==> src/rtl/dci_pkg.sv <==
package dci_pkg;
  typedef enum logic [3:0] {
    OP_DESEL = 4'd0,
    OP_PREA  = 4'd1,
    OP_REF   = 4'd2,
    OP_MRS   = 4'd3,
    OP_ZQCS  = 4'd4,
    OP_ZQCL  = 4'd5,
    OP_RSTL  = 4'd6,
    OP_MRR   = 4'd8
  } dci_op_e;

  localparam int unsigned WORD_W = 32;
  localparam int unsigned START_BIT = 31;
  localparam int unsigned RANK_LO = 20;
  localparam int unsigned BANK_LO = 17;
  localparam int unsigned ADDR_LO = 4;

  function automatic int unsigned max2(input int unsigned a, input int unsigned b);
    return (a > b) ? a : b;
  endfunction
endpackage

==> src/rtl/dci_hold.sv <==
module dci_hold
  import dci_pkg::*;
#(
  parameter int unsigned H_DESEL = 1,
  parameter int unsigned H_PREA  = 4,
  parameter int unsigned H_REF   = 8,
  parameter int unsigned H_MRS   = 4,
  parameter int unsigned H_ZQCS  = 6,
  parameter int unsigned H_ZQCL  = 16,
  parameter int unsigned H_RSTL  = 3,
  parameter int unsigned H_MRR   = 5,
  parameter int unsigned CW      = 5
) (
  input  logic [3:0]    op,
  output logic          known,
  output logic [CW-1:0] hold
);
  always_comb begin
    known = 1'b1;
    hold  = '0;
    case (op)
      OP_DESEL: hold = CW'(H_DESEL);
      OP_PREA:  hold = CW'(H_PREA);
      OP_REF:   hold = CW'(H_REF);
      OP_MRS:   hold = CW'(H_MRS);
      OP_ZQCS:  hold = CW'(H_ZQCS);
      OP_ZQCL:  hold = CW'(H_ZQCL);
      OP_RSTL:  hold = CW'(H_RSTL);
      OP_MRR:   hold = CW'(H_MRR);
      default:  known = 1'b0;
    endcase
  end
endmodule

==> src/rtl/dci_timer.sv <==
module dci_timer #(
  parameter int unsigned CW = 5,
  parameter int unsigned MAXH = 16
) (
  input  logic          clk,
  input  logic          rst_n,
  input  logic          load,
  input  logic [CW-1:0] load_val,
  output logic          busy
);
  logic [CW-1:0] cnt_q;

  always_ff @(posedge clk or negedge rst_n) begin
    if (!rst_n) begin
      busy  <= 1'b0;
      cnt_q <= '0;
    end else if (load) begin
      busy  <= 1'b1;
      cnt_q <= load_val - CW'(1);
    end else if (busy) begin
      if (cnt_q == '0) busy <= 1'b0;
      else cnt_q <= cnt_q - CW'(1);
    end
  end

  AST_LOAD_SETS_BUSY: assert property (@(posedge clk) disable iff (!rst_n)
    load |=> busy);
  AST_CNT_IN_RANGE: assert property (@(posedge clk) disable iff (!rst_n)
    busy |-> (cnt_q < CW'(MAXH)));
endmodule

==> src/rtl/dci_cmdgen.sv <==
module dci_cmdgen
  import dci_pkg::*;
(
  input  logic        clk,
  input  logic        rst_n,
  input  logic        issue,
  input  logic        busy,
  input  logic [3:0]  op,
  input  logic [1:0]  rank,
  input  logic [2:0]  ba,
  input  logic [12:0] addr,
  output logic [1:0]  cs_n,
  output logic        ras_n,
  output logic        cas_n,
  output logic        we_n,
  output logic [2:0]  ba_o,
  output logic [12:0] addr_o,
  output logic        reset_n
);
  localparam logic [12:0] A10 = 13'h0400;
  logic sel;
  logic [2:0] rcw;

  always_comb begin
    sel    = 1'b1;
    rcw    = 3'b111;
    ba_o   = '0;
    addr_o = '0;
    case (op)
      OP_PREA: begin rcw = 3'b010; addr_o = A10; end
      OP_REF:  rcw = 3'b001;
      OP_MRS:  begin rcw = 3'b000; ba_o = ba; addr_o = addr; end
      OP_ZQCS: rcw = 3'b110;
      OP_ZQCL: begin rcw = 3'b110; addr_o = A10; end
      OP_MRR:  begin rcw = 3'b101; ba_o = ba; addr_o = addr; end
      default: sel = 1'b0;
    endcase
    if (!(issue && sel)) begin
      rcw    = 3'b111;
      ba_o   = '0;
      addr_o = '0;
    end
    cs_n = (issue && sel) ? ~rank : 2'b11;
    {ras_n, cas_n, we_n} = rcw;
    reset_n = !(busy && op == OP_RSTL);
  end

  AST_RSTL_NO_SELECT: assert property (@(posedge clk) disable iff (!rst_n)
    !reset_n |-> (cs_n == 2'b11));
endmodule

==> src/rtl/dram_cmd_issue.sv <==
module dram_cmd_issue
  import dci_pkg::*;
#(
  parameter int unsigned H_DESEL = 1,
  parameter int unsigned H_PREA  = 4,
  parameter int unsigned H_REF   = 8,
  parameter int unsigned H_MRS   = 4,
  parameter int unsigned H_ZQCS  = 6,
  parameter int unsigned H_ZQCL  = 16,
  parameter int unsigned H_RSTL  = 3,
  parameter int unsigned H_MRR   = 5
) (
  input  logic        clk,
  input  logic        rst_n,
  input  logic        wr_en,
  input  logic [31:0] wr_data,
  output logic [31:0] rd_data,
  output logic [1:0]  cmd_cs_n,
  output logic        cmd_ras_n,
  output logic        cmd_cas_n,
  output logic        cmd_we_n,
  output logic [2:0]  cmd_ba,
  output logic [12:0] cmd_addr,
  output logic        mem_reset_n
);
  localparam int unsigned MAXH = max2(max2(max2(H_DESEL, H_PREA), max2(H_REF, H_MRS)),
                                      max2(max2(H_ZQCS, H_ZQCL), max2(H_RSTL, H_MRR)));
  localparam int unsigned CW = $clog2(MAXH + 1);

  logic [30:0]   word_q;
  logic          issue_q;
  logic          busy;
  logic          known;
  logic [CW-1:0] hold;
  logic          accept;

  assign accept = wr_en && wr_data[START_BIT] && !busy;

  dci_hold #(
    .H_DESEL(H_DESEL), .H_PREA(H_PREA), .H_REF(H_REF), .H_MRS(H_MRS),
    .H_ZQCS(H_ZQCS), .H_ZQCL(H_ZQCL), .H_RSTL(H_RSTL), .H_MRR(H_MRR), .CW(CW)
  ) u_hold (
    .op(wr_data[3:0]), .known(known), .hold(hold)
  );

  dci_timer #(.CW(CW), .MAXH(MAXH)) u_timer (
    .clk(clk), .rst_n(rst_n), .load(accept && known), .load_val(hold), .busy(busy)
  );

  always_ff @(posedge clk or negedge rst_n) begin
    if (!rst_n) begin
      word_q  <= '0;
      issue_q <= 1'b0;
    end else begin
      issue_q <= accept && known;
      if (accept) word_q <= wr_data[30:0];
    end
  end

  assign rd_data = {busy, word_q};

  dci_cmdgen u_cmdgen (
    .clk(clk), .rst_n(rst_n), .issue(issue_q), .busy(busy),
    .op(word_q[3:0]), .rank(word_q[RANK_LO+1:RANK_LO]),
    .ba(word_q[BANK_LO+2:BANK_LO]), .addr(word_q[ADDR_LO+12:ADDR_LO]),
    .cs_n(cmd_cs_n), .ras_n(cmd_ras_n), .cas_n(cmd_cas_n), .we_n(cmd_we_n),
    .ba_o(cmd_ba), .addr_o(cmd_addr), .reset_n(mem_reset_n)
  );

  AST_BUSY_WRITE_DROPPED: assert property (@(posedge clk) disable iff (!rst_n)
    (busy && wr_en) |=> $stable(word_q));
  AST_ISSUE_ONE_CYCLE: assert property (@(posedge clk) disable iff (!rst_n)
    issue_q |=> !issue_q);
  AST_IDLE_DESELECT: assert property (@(posedge clk) disable iff (!rst_n)
    !busy |-> (cmd_cs_n == 2'b11));
  AST_UNKNOWN_NO_BUSY: assert property (@(posedge clk) disable iff (!rst_n)
    (accept && !known) |=> !busy);
endmodule

==> config.mk <==
export PLATFORM = sky130hd
export DESIGN_NAME = dram_cmd_issue
export DESIGN_NICKNAME = d
export VERILOG_FILES = /design/src/rtl/dci_pkg.sv /design/src/rtl/dci_hold.sv /design/src/rtl/dci_timer.sv /design/src/rtl/dci_cmdgen.sv /design/src/rtl/dram_cmd_issue.sv
export SDC_FILE = /design/constraint.sdc
export NUM_CORES = 1
export LEC_CHECK = 0
export ABC_CLOCK_PERIOD_IN_PS = 6050
export BUFFER_PORTS_ARGS = -buffer_cell sky130_fd_sc_hd__buf_2
export CORE_MARGIN = 2
export CORE_UTILIZATION = 45
export CTS_BUF_LIST = sky130_fd_sc_hd__clkbuf_8
export CTS_CLUSTER_DIAMETER = 100
export DETAILED_ROUTE_END_ITERATION = 7
export PLACE_DENSITY = 0.73
export REMOVE_ABC_BUFFERS = 1
export SKIP_CTS_REPAIR_TIMING = 1
export SLEW_MARGIN = 20
export SYNTH_ARGS = -nofsm -noshare
export SYNTH_HDL_FRONTEND = slang
export SYNTH_HIERARCHICAL = 1
export SYNTH_SLANG_ARGS = --single-unit
==> constraint.sdc <==
create_clock -name clk -period 6.05 [get_ports clk]
set_input_delay 0.605 -clock clk [delete_from_list [all_inputs] [get_ports clk]]
set_output_delay 0.605 -clock clk [all_outputs]
set_load 0.01 [all_outputs]
# Yosys cells after proc, flatten, opt, wreduce, memory -nomap -nowiden
# Index checks and enable logic that the tools add are counted.
# word_totals
out_inout_bits	54
input_bits	35
word_cells	55
register_bits	38
# op_classes
bitwise	1
mux	16
n_eq_ne	15
addsub	2
reduce_logical	17
# op_table
cell	n
5-bit case mux with 7 select lines	1
13-bit case mux with 2 select lines	1
4-bit by 3-bit equality test with 1-bit output (second input constant)	6
4-bit by 2-bit equality test with 1-bit output (second input constant)	4
5-bit two-way mux	3
3-bit case mux with 5 select lines	1
13-bit two-way mux	1
5-bit by 1-bit subtractor with 5-bit output (second input constant)	2
3-bit two-way mux	3
4-bit by 1-bit equality test with 1-bit output (second input constant)	2
4-bit equality test (second input constant)	2
2-bit OR reduction	4
8-bit OR reduction	1
6-bit OR reduction	1
1-bit logical AND	5
5-bit zero test	1
1-bit two-way mux	5
4-bit zero test	1
1-bit zero test	2
2-bit two-way mux	1
2-bit by 1-bit != test with 1-bit output (second input constant)	1
2-bit inverter	1
2-bit AND reduction	1
2-bit nonzero test	1

# Depth between registers and ports, before layout
# Gate-level depths: netlist of the first run.
# depth
depth_word	6
mapped_depth	11
depth_no_buf	9

# Modules after synthesis
# Netlist of the first run, hierarchy kept.
# modules_own_cells
mod	area_per_inst_um2	seq_area_each_um2	cells_per_inst	n_inst
dram_cmd_issue	1327.5	800.8	70	1
dci_timer	442.9	150.1	42	1
dci_cmdgen	261.5	0.0	39	1
dci_hold	98.8	0.0	14	1

# Least setup slack after synthesis of the first run
# OpenSTA, ideal clock, no wires.
# synth_path
path_type	input-to-reg
from	input port wr_data[0]
to	register u_timer.cnt_q[4]
required_time_ps	5923
cell_stages	11
t_arrival_ps	2384
setup_slack_ps	3539
setup_time_ps	127
path_cell_list	clkbuf_2 o21a_1 a21oi_1 inv_1 nor2_1 buf_2 mux2i_1 ha_1 and4bb_2 mux2i_1 mux2i_1
# synth_between
elab_chain_len	6
# synth_rtl
item	line_no	source
from (decl)	dram_cmd_issue.sv:16	input logic [31:0] wr_data,
4-bit by 1-bit equality test with 1-bit output, or another cell as far along	dci_hold.sv:21	case (op)
8-bit OR reduction (no line) (*)	-	
1-bit two-way mux (*)	dci_hold.sv:21	
net known	dram_cmd_issue.sv:33	logic known;
1-bit logical AND (*)	dram_cmd_issue.sv:47	.clk(clk), .rst_n(rst_n), .load(accept && known), .load_val(hold), .busy(busy)
2-bit by 1-bit != test with 1-bit output (no line) or 2-bit nonzero test (tied branches)	-	
2-bit AND reduction (no line)	-	
to (signal assigned)	dci_timer.sv:19	cnt_q <= load_val - CW'(1);
to (signal assigned)	dci_timer.sv:22	else cnt_q <= cnt_q - CW'(1);
to (decl)	dci_timer.sv:11	logic [CW-1:0] cnt_q;
# The timed path passes the listed nets; every way through them passes the cells marked *.
# A chain may end at the register's enable or synchronous reset.

# Final worst setup path of the first run
# layout_path
from	register u_timer.busy
to	register u_timer.cnt_q[4]
# layout_between
elab_chain_len	5
# layout_rtl
item	line_no	source
from (decl)	dci_timer.sv:9	output logic busy
from (signal assigned)	dci_timer.sv:15	busy <= 1'b0;
from (signal assigned)	dci_timer.sv:18	busy <= 1'b1;
from (signal assigned)	dci_timer.sv:21	if (cnt_q == '0) busy <= 1'b0;
1-bit zero test	dram_cmd_issue.sv:37	assign accept = wr_en && wr_data[START_BIT] && !busy;
1-bit logical AND	dram_cmd_issue.sv:37	
1-bit logical AND	dram_cmd_issue.sv:47	
2-bit by 1-bit != test with 1-bit output (no line) or 2-bit nonzero test (tied branches)	-	
2-bit AND reduction (no line)	-	
# Parallel ways exist; a longest one is shown, timed or not.

==> impl_results.md, run 1 <==
* Clock sinks at 38
* Final hold vios at 0
* Placement Setup Slack at 2.65 ns
* DR vias/cell at 5.04
* Die H at 72.8 um
* Ys async rst share at 1.00
* Share of cells above drive strength 1 at 0.540
* Vias in the first global route at 1431
* Pwr/cell area at 473 mW/mm2
* Fill cell count at 403
* Nets@finish at 287
* Number of synthesis warnings at 6
* #FFs+latches synth at 38
* Clock slew at reported path FFs at 0.08 ns
* Layout Skew at 0.00729 ns
* Fin crit share at 0.539
* Worst path bufs/invs at 0
* Root buffer cell: clkbuf_8
* Mapped Cells at 165
* Post-synthesis cell type count at 48
* Final Slew Violations at 0
* Cells along the critical path: nand3b_4 -> nor2_1 -> mux2i_1 -> ha_1 -> and4bb_2 -> mux2i_1 -> mux2i_1
* Worst EP arrival at 3.39 ns
* Routed WL at 4230 um
* Final Worst Setup Slack at 2.79 ns
* Slew @ Worst Pin at 0.909 ns
* DP Wirelength at 3090 um
* Post-layout util at 0.577
* Worst r2r dst: u_timer/cnt_q[4]
* Core ar. at 0.00463 mm2
* WP data required at 6.18 ns
* Worst R2R Start: u_timer/busy
* Count of final setup violators at 0
* Kind of critical path: reg -> reg
* Register area share after synthesis at 0.446
* Ports at 89
* First-pass GRT wire length at 6800 um
* Peak supply drop at 0.000155 V
* Fin Setup TNS at 0 ns
* WL/cell at 13.8 um
* Critical path origin: u_timer/busy
* CTS Buf Count at 5
* Initial antenna violation count at 0
* Horiz. Die Dim at 72.8 um
* R2R setup slack at 2.79 ns
* Residual DRC at 0
* Slowest-stage cell, CP: nor2_1
* Rows at 25
* Tot GR Track Use at 0.167
* RePlAce Congestion at 0.728
* Number of max-cap violations at 0
* Status: complete, no violations
* Initial Utilization at 0.460
* Reg2reg path depth at 7
* Slew HR at 0.392
* H-tree depth at 2
* Ant. Diodes at 0
* CTS tree: yes
* Drt first pass iters at 4
* Worst Hold Class: in -> async
* Max clock buf depth at 2
* Vias at 1543
* Fin crit period at 3.26 ns
* Initial DRC count at 47
* Largest cells by area after synthesis: dfrtp_1 (45%), mux2_4 (20%), and2_1 (4.1%)
* Number of port buffers at 88
* Worst Path Max Fanout at 32
* Most Frequent Cell on Critical Path: mux2i_1
* Critical Path End Type: flip-flop
* Largest net degree at the start of global routing at 39
* Top cell type's share of synthesized area at 0.446
* RSZ-0062 raised after global routing: false
* Syn-to-layout area delta at 25.4%
* CP top delay family: simple AND/OR/NAND/NOR gates
* Antenna viol nets, final at 0
* Die ar. at 0.00530 mm2
* Post-synth EDFFs at 0
* Remaining Overflow, GRT at 0
* Crit start category: flip-flop
* Leakage at 1.38 nW
* Critical Path Max Stage Delay at 0.90 ns
* Post-synth top area cell: dfrtp_1
* Ys flop type: dfrtp_1
* Mean Syn Cell Area at 12.9 um2
* Clock Latency Late Sink at 0.29 ns
* F_max at 0.307 GHz
* Synth Cell Area at 0.00213 mm2
## report_power, final
group	internal, W	switching, W	leakage, nW	total, W
Combinational	0.000322	0.000224	0.868	0.000546
Clock	0.000120	0.0000865	0.0607	0.000206
Sequential	0.000381	0.000131	0.454	0.000512
Total	0.000823	0.000442	1.38	0.00126
## cells in the mapped netlist (2+ instances only)
cell type	instances
nand2b_1	4
mux2_4	29
nand3_1	2
nand2_1	2
mux2i_1	6
and2_1	14
a21oi_1	4
nor2_1	7
o21ai_0	2
nor3_1	2
inv_1	5
dfrtp_1	38
mux2_2	2
a22oi_1	2
xnor2_1	3
buf_2	3
nor3b_1	2
buf_6	4
a21o_1	2
o21bai_1	2
o21a_1	2
and2b_1	2
## metrics by stage
step / total power (W) / cell area, um2 / std cells / hold WS (ns)
finish: 0.00126 / 2670 / 306 / 0.410
global route: 0.00136 / 2670 / 306 / 0.478
CTS: 0.00128 / 2670 / 306 / 0.436
detailed placement: 0.00107 / 2570 / 298 / 0.490
global placement: 0.00106 / 2570 / 298 / 0.490
floorplan: 0.000870 / 2060 / 156 / 0.309
## cell usage in the layout, fill, tap and decap left out, types with 2 or more instances in the layout
master    count
nor2_1        7
inv_1         7
a21o_1        2
a21oi_1       4
o21bai_1      2
and2_1       14
nand2b_1      4
buf_2        88
mux2i_1       6
o21ai_0       2
nor3b_1       2
o21a_1        2
xnor2_1       3
a22oi_1       2
nor3_1        2
clkbuf_8      5
dfrtp_1      38
nand2_1       2
mux2_2        2
nand3_1       2
mux2_4       29
and2b_1       2
## worst max path at each step
stage,endpoint,slack [ns],cells after the start
6_report,u_timer/cnt_q[4],2.79,7
5_1_grt,u_timer/cnt_q[4],2.54,7
4_1_cts,u_timer/cnt_q[4],2.76,7
3_5_place_dp,u_timer/cnt_q[4],2.65,8
3_3_place_gp,u_timer/cnt_q[4],2.81,8
2_1_floorplan,u_timer/cnt_q[4],3.23,7
## per-layer routing
layer | up-vias | part of all wire | track usage
met1 | 734 | 0.45 | 0.214
met3 | 4 | 0.057 | 0.0497
li1 | 755 | - | -
met4 | 0 | 0.0080 | 0.0494
met5 | - | 0 | 0
met2 | 50 | 0.48 | 0.274
## cell families (layout without fill, tap and decap cells)
| group | after synthesis | count (layout) | synth area share |
|---|---|---|---|
| AO/OA/AOI/OAI | 24 | 24 | 0.0910 |
| XOR/XNOR | 4 | 4 | 0.0164 |
| adder cells (fa/ha/maj) | 1 | 1 | 0.00587 |
| buffers and inverters | 14 | 101 | 0.0429 |
| flip-flops | 38 | 38 | 0.446 |
| multiplexers | 37 | 37 | 0.243 |
| AND/OR/NAND/NOR | 47 | 47 | 0.154 |
## final cells by class
class / count / area [um2] / share of cell area
Multi-Input combinational cell: 113 / 1090 / 0.407
Sequential cell: 38 / 951 / 0.356
Timing Repair Buffer: 88 / 440 / 0.165
Clock buffer: 5 / 68.8 / 0.0257
Tap cell: 54 / 67.6 / 0.0253
Clock inverter: 3 / 37.5 / 0.0140
Inverter: 5 / 18.8 / 0.00702
## state kept, by name, indices dropped and copies added, names as in the netlist
signal	count
u_timer/busy	1
u_timer/cnt_q	5
word_q	31
issue_q	1
Note: power is estimated with default switching activity, not from simulation.
==> run 2: changes to the inputs <==
--- a/config.mk
+++ b/config.mk
@@ -5,14 +5,14 @@
 export SDC_FILE = /design/constraint.sdc
 export NUM_CORES = 1
 export LEC_CHECK = 0
-export ABC_CLOCK_PERIOD_IN_PS = 6050
+export ABC_CLOCK_PERIOD_IN_PS = 2700
 export BUFFER_PORTS_ARGS = -buffer_cell sky130_fd_sc_hd__buf_2
 export CORE_MARGIN = 2
 export CORE_UTILIZATION = 45
 export CTS_BUF_LIST = sky130_fd_sc_hd__clkbuf_8
 export CTS_CLUSTER_DIAMETER = 100
 export DETAILED_ROUTE_END_ITERATION = 7
-export PLACE_DENSITY = 0.73
+export PLACE_DENSITY = 0.76
 export REMOVE_ABC_BUFFERS = 1
 export SKIP_CTS_REPAIR_TIMING = 1
 export SLEW_MARGIN = 20
==> constraint.sdc (replaced) <==
create_clock -name clk -period 2.7 [get_ports clk]
set_input_delay 0.27 -clock clk [delete_from_list [all_inputs] [get_ports clk]]
set_output_delay 0.27 -clock clk [all_outputs]
set_load 0.01 [all_outputs]
==> impl_results.md, run 2 (synthesis gave the netlist of run 1 again) <==
* Hold_ws at 0.0774 ns
* Ant. Diodes at 0
* Initial antenna violation count at 0
* Syn-to-layout area delta at 25.6%
* RePlAce Congestion at 0.790
* Peak supply drop at 0.000552 V
* Antenna viol nets, final at 0
* Post-layout util at 0.578
* Fill cell count at 397
* Worst Hold Class: in -> async
* Pwr/cell area at 1040 mW/mm2
* Commonest non-fill, non-tap cell in the layout: buf_2
* Clock sinks at 38
* DR vias/cell at 5.12
* Initial DRC count at 56
* Largest regs: word_q: 31 flops, u_timer/cnt_q: 5 flops
* Sw frac at 0.357
* F_max at 0.440 GHz
* Crit start category: flip-flop
* H-tree depth at 2
* Die H at 72.8 um
* Die ar. at 0.00530 mm2
* Drt first pass iters at 4
* Clk pwr share at 0.143
* Slew @ Worst Pin at 0.830 ns
* Vias at 1577
* Most Frequent Cell on Critical Path: mux2i_1
* Slew HR at 0.447
* WL/cell at 13.8 um
* Fin Setup TNS at 0 ns
* Count of final setup violators at 0
* Nets@finish at 289
* Worst path bufs/invs at 0
* Leakage at 1.38 nW
* Slowest-stage cell, CP: dfrtp_1
* Worst R2R Start: u_timer/busy
* Max clock buf depth at 2
* Rows at 25
* Critical Path End Type: flip-flop
* Number of max-cap violations at 0
* Gate power share at 0.444
* CTS Buf Count at 5
* Reg2reg path depth at 7
* RSZ-0062 raised after global routing: false
* Placed instance count at 300
* Reg power frac at 0.413
* Final Slew Violations at 0
* Remaining Overflow, GRT at 0
* Clock slew at reported path FFs at 0.08 ns
* Internal power at 0.00178 W
* Fin crit period at 2.27 ns
* Worst r2r dst: u_timer/cnt_q[4]
* Status: complete, no violations
* Number of port buffers at 88
* Share of cells above drive strength 1 at 0.551
* DP Wirelength at 3140 um
* Non-filler instance count after layout at 308
* Tot GR Track Use at 0.159
* Max reg flops at 31
* Core ar. at 0.00463 mm2
* Worst EP arrival at 2.41 ns
* Ports at 89
* Post-route cell area at 0.00268 mm2
* Fin crit share at 0.842
* Largest net degree at the start of global routing at 39
* Worst Path Max Fanout at 11
* CTS tree: yes
* NetSw at 0.000989 W
* Root buffer cell: clkbuf_8
* Initial Utilization at 0.460
* Horiz. Die Dim at 72.8 um
* Residual DRC at 0
* Top reg by flops: word_q
* Kind of critical path: reg -> reg
* Final hold vios at 0
* Cells along the critical path: nand3b_4 -> nor2_1 -> mux2i_1 -> ha_1 -> and4bb_2 -> mux2i_1 -> mux2i_1
* CP top delay family: simple AND/OR/NAND/NOR gates
* Most frequent cells in the layout: buf_2 (88), dfrtp_1 (38), mux2_4 (29)
* R2R setup slack at 0.43 ns
* Vias in the first global route at 1429
* WP data required at 2.84 ns
* Routed WL at 4250 um
* Post-placement cell area at 0.00258 mm2
* Critical Path Max Stage Delay at 0.49 ns
* Clock Latency Late Sink at 0.29 ns
* First-pass GRT wire length at 6560 um
* Layout Skew at 0.00790 ns
[run 2: cell count changes in the layout (fill, tap and decap cells not counted)]
cell	change
bufinv_16	-1
inv_1	-2
buf_4	+2
clkbuf_8	+1
clkinv_2	+1
clkinvlp_4	+1
[run 2: metal layers]
metal  global-route usage  vias up  share of wire
li1                     -      764              -
met1                0.201      753           0.45
met2                0.272       56           0.48
met3               0.0456        4          0.060
met4               0.0350        0         0.0061
met5                    0        -              0
[run 2: worst reg2reg max path, stage by stage, from the launching register on]
cell and delay [ns]:
dfrtp_1 0.49, nand3b_4 0.20, nor2_1 0.39, mux2i_1 0.26, ha_1 0.27, and4bb_2 0.26, mux2i_1 0.18, mux2i_1 0.09
[run 2: layout make-up]
class	instances	area [um2]	share of cell area
tap	54	67.6	0.0252
inverter	5	18.8	0.00701
clock buffer	6	82.6	0.0309
clock inverter	2	12.5	0.00468
timing repair buffer	90	455	0.170
multi-input combinational	113	1090	0.407
sequential	38	951	0.355
[run 2: stage by stage]
stage	power, W	setup WS (ns)
after floorplan	0.00195	-0.114
final	0.00277	0.428
after global placement	0.00237	0.398
after global routing	0.00298	0.270
after detailed placement	0.00239	0.280
after CTS	0.00280	0.406
[run 2: how the worst max path moves through the flow]
stage,slack [ns],cells past startpoint,from,endpoint
after global routing,0.27,7,u_timer/busy,u_timer/cnt_q[4]
after detailed placement,0.28,10,wr_data[2],u_timer/cnt_q[4]
after CTS,0.41,7,u_timer/busy,u_timer/cnt_q[4]
after floorplan,-0.11,7,u_timer/busy,u_timer/cnt_q[4]
final,0.43,7,u_timer/busy,u_timer/cnt_q[4]
after global placement,0.40,10,wr_data[2],u_timer/cnt_q[4]
[run 2: power by group through the flow]
stage               sequential, W  clock, W  combinational [W]
floorplan                 0.00122         0           0.000726
global placement          0.00114         0            0.00123
detailed placement        0.00115         0            0.00124
CTS                       0.00114  0.000412            0.00125
global route              0.00120  0.000436            0.00134
finish                    0.00114  0.000396            0.00123
